`config.mk`:
```
export PLATFORM = sky130hd
export DESIGN_NAME = dram_front_end
export DESIGN_NICKNAME = d
export VERILOG_FILES = /design/src/rtl/dram_fe_pkg.sv /design/src/rtl/dram_sync.sv /design/src/rtl/dram_refresh_ctr.sv /design/src/rtl/dram_cell_array.sv /design/src/rtl/dram_front_end.sv
export SDC_FILE = /design/constraint.sdc
export NUM_CORES = 1
export LEC_CHECK = 0
export BUFFER_PORTS_ARGS = -buffer_cell sky130_fd_sc_hd__buf_2
export CAP_MARGIN = 20
export CORE_MARGIN = 1
export CORE_UTILIZATION = 56
export CTS_BUF_LIST = sky130_fd_sc_hd__clkbuf_8 sky130_fd_sc_hd__clkbuf_16
export CTS_CLUSTER_DIAMETER = 80
export DETAILED_ROUTE_END_ITERATION = 8
export HOLD_SLACK_MARGIN = 0.12
export PLACE_DENSITY = 0.75
export RECOVER_POWER = 50
export SYNTH_ARGS = -nofsm -noshare
export SYNTH_HDL_FRONTEND = slang
export SYNTH_SLANG_ARGS = --single-unit
```
`constraint.sdc`:
```
create_clock -name clk_i -period 3.6 [get_ports clk_i]
set_clock_uncertainty 0.15 [all_clocks]
set_input_delay 0.72 -clock clk_i [delete_from_list [all_inputs] [get_ports clk_i]]
set_output_delay 0.72 -clock clk_i [all_outputs]
set_load 0.1 [all_outputs]
```
`src/rtl/dram_fe_pkg.sv`:
```
`timescale 1ns/1ps
package dram_fe_pkg;
  localparam int unsigned ADDR_W = 11;
  localparam int unsigned DATA_W = 4;

  typedef struct packed {
    logic ras_n;
    logic cas_n;
    logic we_n;
    logic oe_n;
  } strobe_t;
endpackage

```
`src/rtl/dram_sync.sv`:
```
`timescale 1ns/1ps
module dram_sync #(
  parameter int unsigned W       = 4,
  parameter int unsigned STAGES  = 2,
  parameter logic [W-1:0] RST_VAL = '0
) (
  input  logic         clk_i,
  input  logic         rst_ni,
  input  logic [W-1:0] d_i,
  output logic [W-1:0] q_o
);
  logic [W-1:0] pipe [STAGES];

  always_ff @(posedge clk_i or negedge rst_ni) begin
    if (!rst_ni) begin
      for (int i = 0; i < STAGES; i++) pipe[i] <= RST_VAL;
    end else begin
      pipe[0] <= d_i;
      for (int i = 1; i < STAGES; i++) pipe[i] <= pipe[i-1];
    end
  end

  assign q_o = pipe[STAGES-1];
endmodule

```
`src/rtl/dram_refresh_ctr.sv`:
```
`timescale 1ns/1ps
module dram_refresh_ctr #(
  parameter int unsigned W = 11
) (
  input  logic         clk_i,
  input  logic         rst_ni,
  input  logic         adv_i,
  output logic [W-1:0] cnt_o
);
  always_ff @(posedge clk_i or negedge rst_ni) begin
    if (!rst_ni)    cnt_o <= '0;
    else if (adv_i) cnt_o <= cnt_o + 1'b1;  // natural wrap over 2^W rows
  end
endmodule

```
`src/rtl/dram_cell_array.sv`:
```
`timescale 1ns/1ps
module dram_cell_array #(
  parameter int unsigned DATA_W    = 4,
  parameter int unsigned MEM_ROW_W = 3,
  parameter int unsigned MEM_COL_W = 4,
  localparam int unsigned IDX_W    = MEM_ROW_W + MEM_COL_W,
  localparam int unsigned DEPTH    = 1 << IDX_W
) (
  input  logic                 clk_i,
  input  logic                 we_i,
  input  logic [MEM_ROW_W-1:0] row_i,
  input  logic [MEM_COL_W-1:0] col_i,
  input  logic [DATA_W-1:0]    wdata_i,
  output logic [DATA_W-1:0]    rdata_o
);
  logic [DATA_W-1:0] mem [DEPTH];
  logic [IDX_W-1:0]  idx;

  assign idx     = {row_i, col_i};
  assign rdata_o = mem[idx];

  always_ff @(posedge clk_i) begin
    if (we_i) mem[idx] <= wdata_i;
  end
endmodule

```
`src/rtl/dram_front_end.sv`:
```
`timescale 1ns/1ps
module dram_front_end
  import dram_fe_pkg::*;
#(
  parameter int unsigned ADDR_BITS   = ADDR_W,
  parameter int unsigned DATA_BITS   = DATA_W,
  parameter int unsigned MEM_ROW_W   = 3,
  parameter int unsigned MEM_COL_W   = 4,
  parameter int unsigned SYNC_STAGES = 2,
  localparam int unsigned PAY_W      = ADDR_BITS + DATA_BITS
) (
  input  logic                 clk_i,
  input  logic                 rst_ni,
  input  logic                 ras_ni,
  input  logic                 cas_ni,
  input  logic                 we_ni,
  input  logic                 oe_ni,
  input  logic [ADDR_BITS-1:0] addr_i,
  input  logic [DATA_BITS-1:0] data_i,
  output logic [DATA_BITS-1:0] data_o,
  output logic                 data_oe_o,
  output logic                 rfsh_o,
  output logic [ADDR_BITS-1:0] rfsh_row_o
);
  strobe_t strb_s, strb_p;
  logic [PAY_W-1:0] pay_s;
  logic [ADDR_BITS-1:0] addr_s;
  logic [DATA_BITS-1:0] data_s;

  // strobes and payload share one latency so addresses line up with edges
  dram_sync #(.W(4), .STAGES(SYNC_STAGES), .RST_VAL(4'hF)) strb_sync_u (
    .clk_i, .rst_ni, .d_i({ras_ni, cas_ni, we_ni, oe_ni}), .q_o(strb_s));
  dram_sync #(.W(PAY_W), .STAGES(SYNC_STAGES), .RST_VAL('0)) pay_sync_u (
    .clk_i, .rst_ni, .d_i({addr_i, data_i}), .q_o(pay_s));

  assign {addr_s, data_s} = pay_s;

  always_ff @(posedge clk_i or negedge rst_ni) begin
    if (!rst_ni) strb_p <= '1;
    else         strb_p <= strb_s;
  end

  logic ras_s, cas_s, oe_s;
  logic ras_fall, ras_rise, cas_fall, cas_rise, we_fall, cbr_start;
  assign ras_s     = strb_s.ras_n;
  assign cas_s     = strb_s.cas_n;
  assign oe_s      = strb_s.oe_n;
  assign ras_fall  = strb_p.ras_n & ~strb_s.ras_n;
  assign ras_rise  = ~strb_p.ras_n & strb_s.ras_n;
  assign cas_fall  = strb_p.cas_n & ~strb_s.cas_n;
  assign cas_rise  = ~strb_p.cas_n & strb_s.cas_n;
  assign we_fall   = strb_p.we_n & ~strb_s.we_n;
  assign cbr_start = ras_fall & ~strb_s.cas_n;

  logic [ADDR_BITS-1:0] rcnt;
  dram_refresh_ctr #(.W(ADDR_BITS)) rfsh_ctr_u (
    .clk_i, .rst_ni, .adv_i(cbr_start), .cnt_o(rcnt));

  logic [ADDR_BITS-1:0] row_q;
  logic [MEM_COL_W-1:0] col_q;
  logic row_open_q, cbr_q, col_act_q, early_wr_q;
  logic [DATA_BITS-1:0] rd_q;

  logic col_go, mem_we;
  logic [MEM_COL_W-1:0] mem_col;
  logic [DATA_BITS-1:0] mem_rdata;

  assign col_go  = cas_fall & row_open_q & ~ras_fall & ~ras_rise;
  assign mem_col = col_go ? addr_s[MEM_COL_W-1:0] : col_q;
  // early write at column fall, or late write (read-modify-write) on WE fall
  assign mem_we  = (col_go & ~strb_s.we_n)
                 | (we_fall & col_act_q & ~early_wr_q & ~cas_s & ~cas_rise);

  dram_cell_array #(.DATA_W(DATA_BITS), .MEM_ROW_W(MEM_ROW_W), .MEM_COL_W(MEM_COL_W)) array_u (
    .clk_i, .we_i(mem_we), .row_i(row_q[MEM_ROW_W-1:0]), .col_i(mem_col),
    .wdata_i(data_s), .rdata_o(mem_rdata));

  always_ff @(posedge clk_i or negedge rst_ni) begin
    if (!rst_ni) begin
      row_q      <= '0;
      col_q      <= '0;
      row_open_q <= 1'b0;
      cbr_q      <= 1'b0;
      col_act_q  <= 1'b0;
      early_wr_q <= 1'b0;
      rd_q       <= '0;
      rfsh_o     <= 1'b0;
      rfsh_row_o <= '0;
    end else begin
      rfsh_o <= ras_fall;
      if (ras_fall) begin
        row_q      <= cbr_start ? rcnt : addr_s;
        rfsh_row_o <= cbr_start ? rcnt : addr_s;
        row_open_q <= ~cbr_start;
        cbr_q      <= cbr_start;
        col_act_q  <= 1'b0;
      end else if (ras_rise) begin
        row_open_q <= 1'b0;
        cbr_q      <= 1'b0;
        col_act_q  <= 1'b0;
      end else if (col_go) begin
        col_q      <= addr_s[MEM_COL_W-1:0];
        col_act_q  <= 1'b1;
        early_wr_q <= ~strb_s.we_n;
        rd_q       <= mem_rdata;
      end else if (cas_rise) begin
        col_act_q  <= 1'b0;
      end
    end
  end

  assign data_oe_o = col_act_q & ~early_wr_q & ~oe_s & ~cas_s;
  assign data_o    = data_oe_o ? rd_q : '0;
endmodule

```
==> flow_summary_export.csv <==
group,metric,value,unit
outcome,status,"finished with violations",
outcome,violations,"capacitance limit, slew limit, setup timing",
sta,tightest_slew,2740,ps
finish,area_growth,22.0,%
finish,fin_area,0.0279,mm2
cts,clock-sinks,587,
setup_path,cpPeakStageDelay,540,ps
placement,gp_congestion,0.944,
sta,finalMaxSlewViolations,344,
finish,diodes,0,
floorplanning,std_cell_rows,73,
sta,fmaxAchievable,267,MHz
setup_path,regToRegStartpoint,"strb_sync_u.q_o[3]",
sta,worst_slack,-143,ps
sta,rsz0062_at_grt,"true",
cts,htreeDepth,2,
detailed_routing,first_iter_violations,2246,
floorplanning,io_pins,38,
placement,placed_cells,2194,
cts,clkTransAtPathRegs,70,ps
finish,regArea,0.0173,mm2
hold_path,hp-class,"reg2reg",
detailed_routing,wl_met1,22.5,mm
detailed_routing,antenna_left,0,
grt,grt_max_degree,129,
detailed_routing,dr_wl_met2,30.5,mm
sta,setup_viol,8,
finish,multi_input_area,0.00567,mm2
synthesis,syn_nets,1523,
synthesis,avgSynthCellArea,15.3,um2
cts,insertion_delay,610,ps
floorplanning,coreArea,0.0400,mm2
hold_path,holdPathEnd,"pay_sync_u.q_o[11]",
synthesis,synth_cell_types,80,
floorplanning,die_area,0.0417,mm2
setup_path,worstSetupEndpointType,"flip-flop",
setup_path,path_max_fanout,15,
finish,layout-drive-gt1-share,26.5,%
setup_path,arrival,4070,ps
grt,grt_pass1_vias,15300,
detailed_routing,drc,0,
sta,period_share,104,%
placement,place_area,0.0253,mm2
detailed_routing,first_pass_iters,7,
grt,grtUsageTotal,31.0,%
sta,setup_tns,-442,ps
floorplanning,fp.dieW,204,um
floorplanning,start_util,57.3,%
cts,cts_tree,"yes",
power,vdd_drop_max,0.000486,V
placement,pre_cts_slack,-506,ps
detailed_routing,drt_wl_total,63.7,mm
detailed_routing,via_per_inst,6.57,
setup_path,cp_cell_sequence,"inv_2 -> ha_4 -> nor4b_4 -> buf_4 -> buf_4 -> a211oi_2 -> buf_6 -> o21a_1 -> a2111oi_2 -> buf_4 -> a31o_2 -> nand4_1 -> a311oi_2 -> o211ai_1",
setup_path,rr_worst_depth,14,
detailed_routing,dr_wl_met3,7.11,mm
setup_path,crit_type,"reg2reg",
finish,mostFrequentLayoutCells,"edfxtp_1, buf_4, nor2_1",
finish,layout.nets,1784,
placement,place.port_buffers,37,
detailed_routing,top_layer,"met4",
setup_path,r2r_end,"rd_q[3]",
finish,fillCellCount,2490,
cts,cts_buffers,56,
setup_path,startpoint,"strb_sync_u.q_o[3]",
cts,cts.root.buffer_cell,"clkbuf_16",
setup_path,worst-path-buf-inv,5,
detailed_routing,wire_per_inst,27.3,um
setup_path,r2r_setup_slack,-140,ps
setup_path,cpMostUsedCell,"buf_4",
floorplanning,die_h,204,um
setup_path,cp_top_family,"compound AO/OA/AOI/OAI gates",
grt,gr-total-overflow,0,
job,cap_violations,4,
sta,period_needed,3740,ps
synthesis,ys_warn_count,0,
synthesis,postSynthCellCount,1499,
synthesis,async_reset_ff_share,12.8,%
hold_path,hp-start,"pay_sync_u.pipe[26]",
sta,final_hold_viol_count,0,
grt,grt_pass1_wl,94.3,mm
finish,instances_no_fill,2332,
setup_path,critPathLaunchType,"flip-flop",
setup_path,crit_path_top_delay_cell,"dfstp_2",
finish,final_common_cell,"edfxtp_1",
power,p_per_area,604,mW/mm2
synthesis,synth-seq-cells,587,
setup_path,critPathRequiredTime,3920,ps
detailed_routing,vias,15300,
synthesis,synth_ff_type,"edfxtp_1",
power,leakage,9.62,nW
synthesis,syn_area,0.0229,mm2
placement,hpwlAfterDp,40.9,mm
hold_path,hold_depth,0,
synthesis,synth_edf_count,512,
cts,clk_path_buf_depth,3,
synthesis,seq_area_frac_synth,75.4,%
sta,relSlewSlack,-82.5,%
grt,grt_antenna_before_repair,0,
metal layers:
layer / up-vias / GRT usage [%]
met5: - / 0
met4: 0 / 16.4
met3: 253 / 6.27
met2: 1166 / 49.0
met1: 7509 / 40.7
li1: 6397 / -
stage by stage:
stage                     hold slack [ps]  util, %  total power, mW
final                                 198     69.9             16.9
after global routing                  204     69.9             17.3
after CTS                             131     69.3             16.7
after detailed placement              186     63.3             10.8
after global placement                185     63.3             10.7
after floorplan                       181        -             9.45
cell type report:
| type | instances | share of cell area [%] |
|---|---|---|
| clock inverter | 40 | 1.06 |
| tap | 525 | 2.35 |
| sequential | 587 | 61.8 |
| multi-input combinational | 813 | 20.3 |
| timing repair buffer | 296 | 8.82 |
| clock buffer | 65 | 5.58 |
| inverter | 6 | 0.0806 |
report_power, final:
group / total (mW) / internal (mW) / switching [mW]
combinational: 3.32 / 1.35 / 1.98
clock: 5.87 / 3.37 / 2.51
sequential: 7.69 / 7.52 / 0.176
total: 16.9 / 12.2 / 4.66
cell usage after synthesis, drive strengths merged (3+ instances only):
| cell | count | share of area, % |
|---|---|---|
| a2111oi | 19 | 0.76 |
| a211oi | 5 | 0.16 |
| a21boi | 19 | 0.62 |
| a21oi | 70 | 1.6 |
| a221oi | 13 | 0.50 |
| a222oi | 13 | 0.57 |
| a22o | 19 | 0.73 |
| a22oi | 82 | 2.7 |
| a31o | 5 | 0.19 |
| a31oi | 12 | 0.33 |
| and2 | 10 | 0.27 |
| and3 | 8 | 0.22 |
| and4 | 8 | 0.31 |
| buf | 43 | 1.0 |
| clkbuf | 50 | 0.82 |
| dfrtp | 64 | 7.0 |
| dfstp | 11 | 1.3 |
| edfxtp | 512 | 67 |
| ha | 3 | 0.16 |
| inv | 6 | 0.098 |
| mux2 | 10 | 0.51 |
| mux2i | 55 | 2.4 |
| nand2 | 83 | 1.4 |
| nand2b | 5 | 0.14 |
| nand3 | 33 | 0.74 |
| nand4 | 6 | 0.16 |
| nor2 | 160 | 2.7 |
| nor2b | 8 | 0.22 |
| nor4 | 7 | 0.19 |
| nor4b | 3 | 0.21 |
| o2111ai | 4 | 0.15 |
| o211a | 3 | 0.13 |
| o211ai | 7 | 0.23 |
| o21a | 32 | 1.0 |
| o21ai | 30 | 0.66 |
| o21bai | 3 | 0.098 |
| o22ai | 18 | 0.49 |
| o311ai | 4 | 0.15 |
| o41ai | 4 | 0.15 |
| or2 | 11 | 0.30 |
| xnor2 | 7 | 0.27 |
| xor2 | 3 | 0.11 |
timing repair:
item	CTS	global route
setup endpoints to repair	71	51
buffers inserted	10	6
gates cloned	1	0
hold buffers	19	0
resized for setup	67	50
hold endpoints to repair	19	0
pin swaps	32	23
how the worst max path moves through the flow:
stage / end / slack [ps] / cells past startpoint
after detailed placement: rd_q[2] / -510 / 14
after global placement: rd_q[2] / -450 / 14
after CTS: rd_q[2] / -60 / 13
after floorplan: array_u.mem[16][0] / -60 / 14
final: rd_q[3] / -140 / 14
after global routing: rd_q[3] / -220 / 14
flip-flops by register name, indices dropped and copies added (netlist names):
name,count
rfsh_ctr_u.cnt_o,11
col_act_q,1
pay_sync_u.q_o,15
row_open_q,1
array_u.mem,512
rfsh_o,1
strb_p,3
pay_sync_u.pipe,15
strb_sync_u.q_o,4
row_q,11
rd_q,4
early_wr_q,1
strb_sync_u.pipe,4
col_q,4
logic make-up (layout without fill, tap and decap cells):
kind of cell / count (synthesis) / in the layout / synth area share (%)
compound gates: 385 / 385 / 12.2
xor+xnor: 10 / 10 / 0.382
fa+ha+maj: 3 / 3 / 0.164
simple gates: 350 / 350 / 7.08
mux: 65 / 65 / 2.91
flops: 587 / 587 / 75.4
buf+inv: 99 / 407 / 1.93
Note: power is estimated with default switching activity, not from simulation.
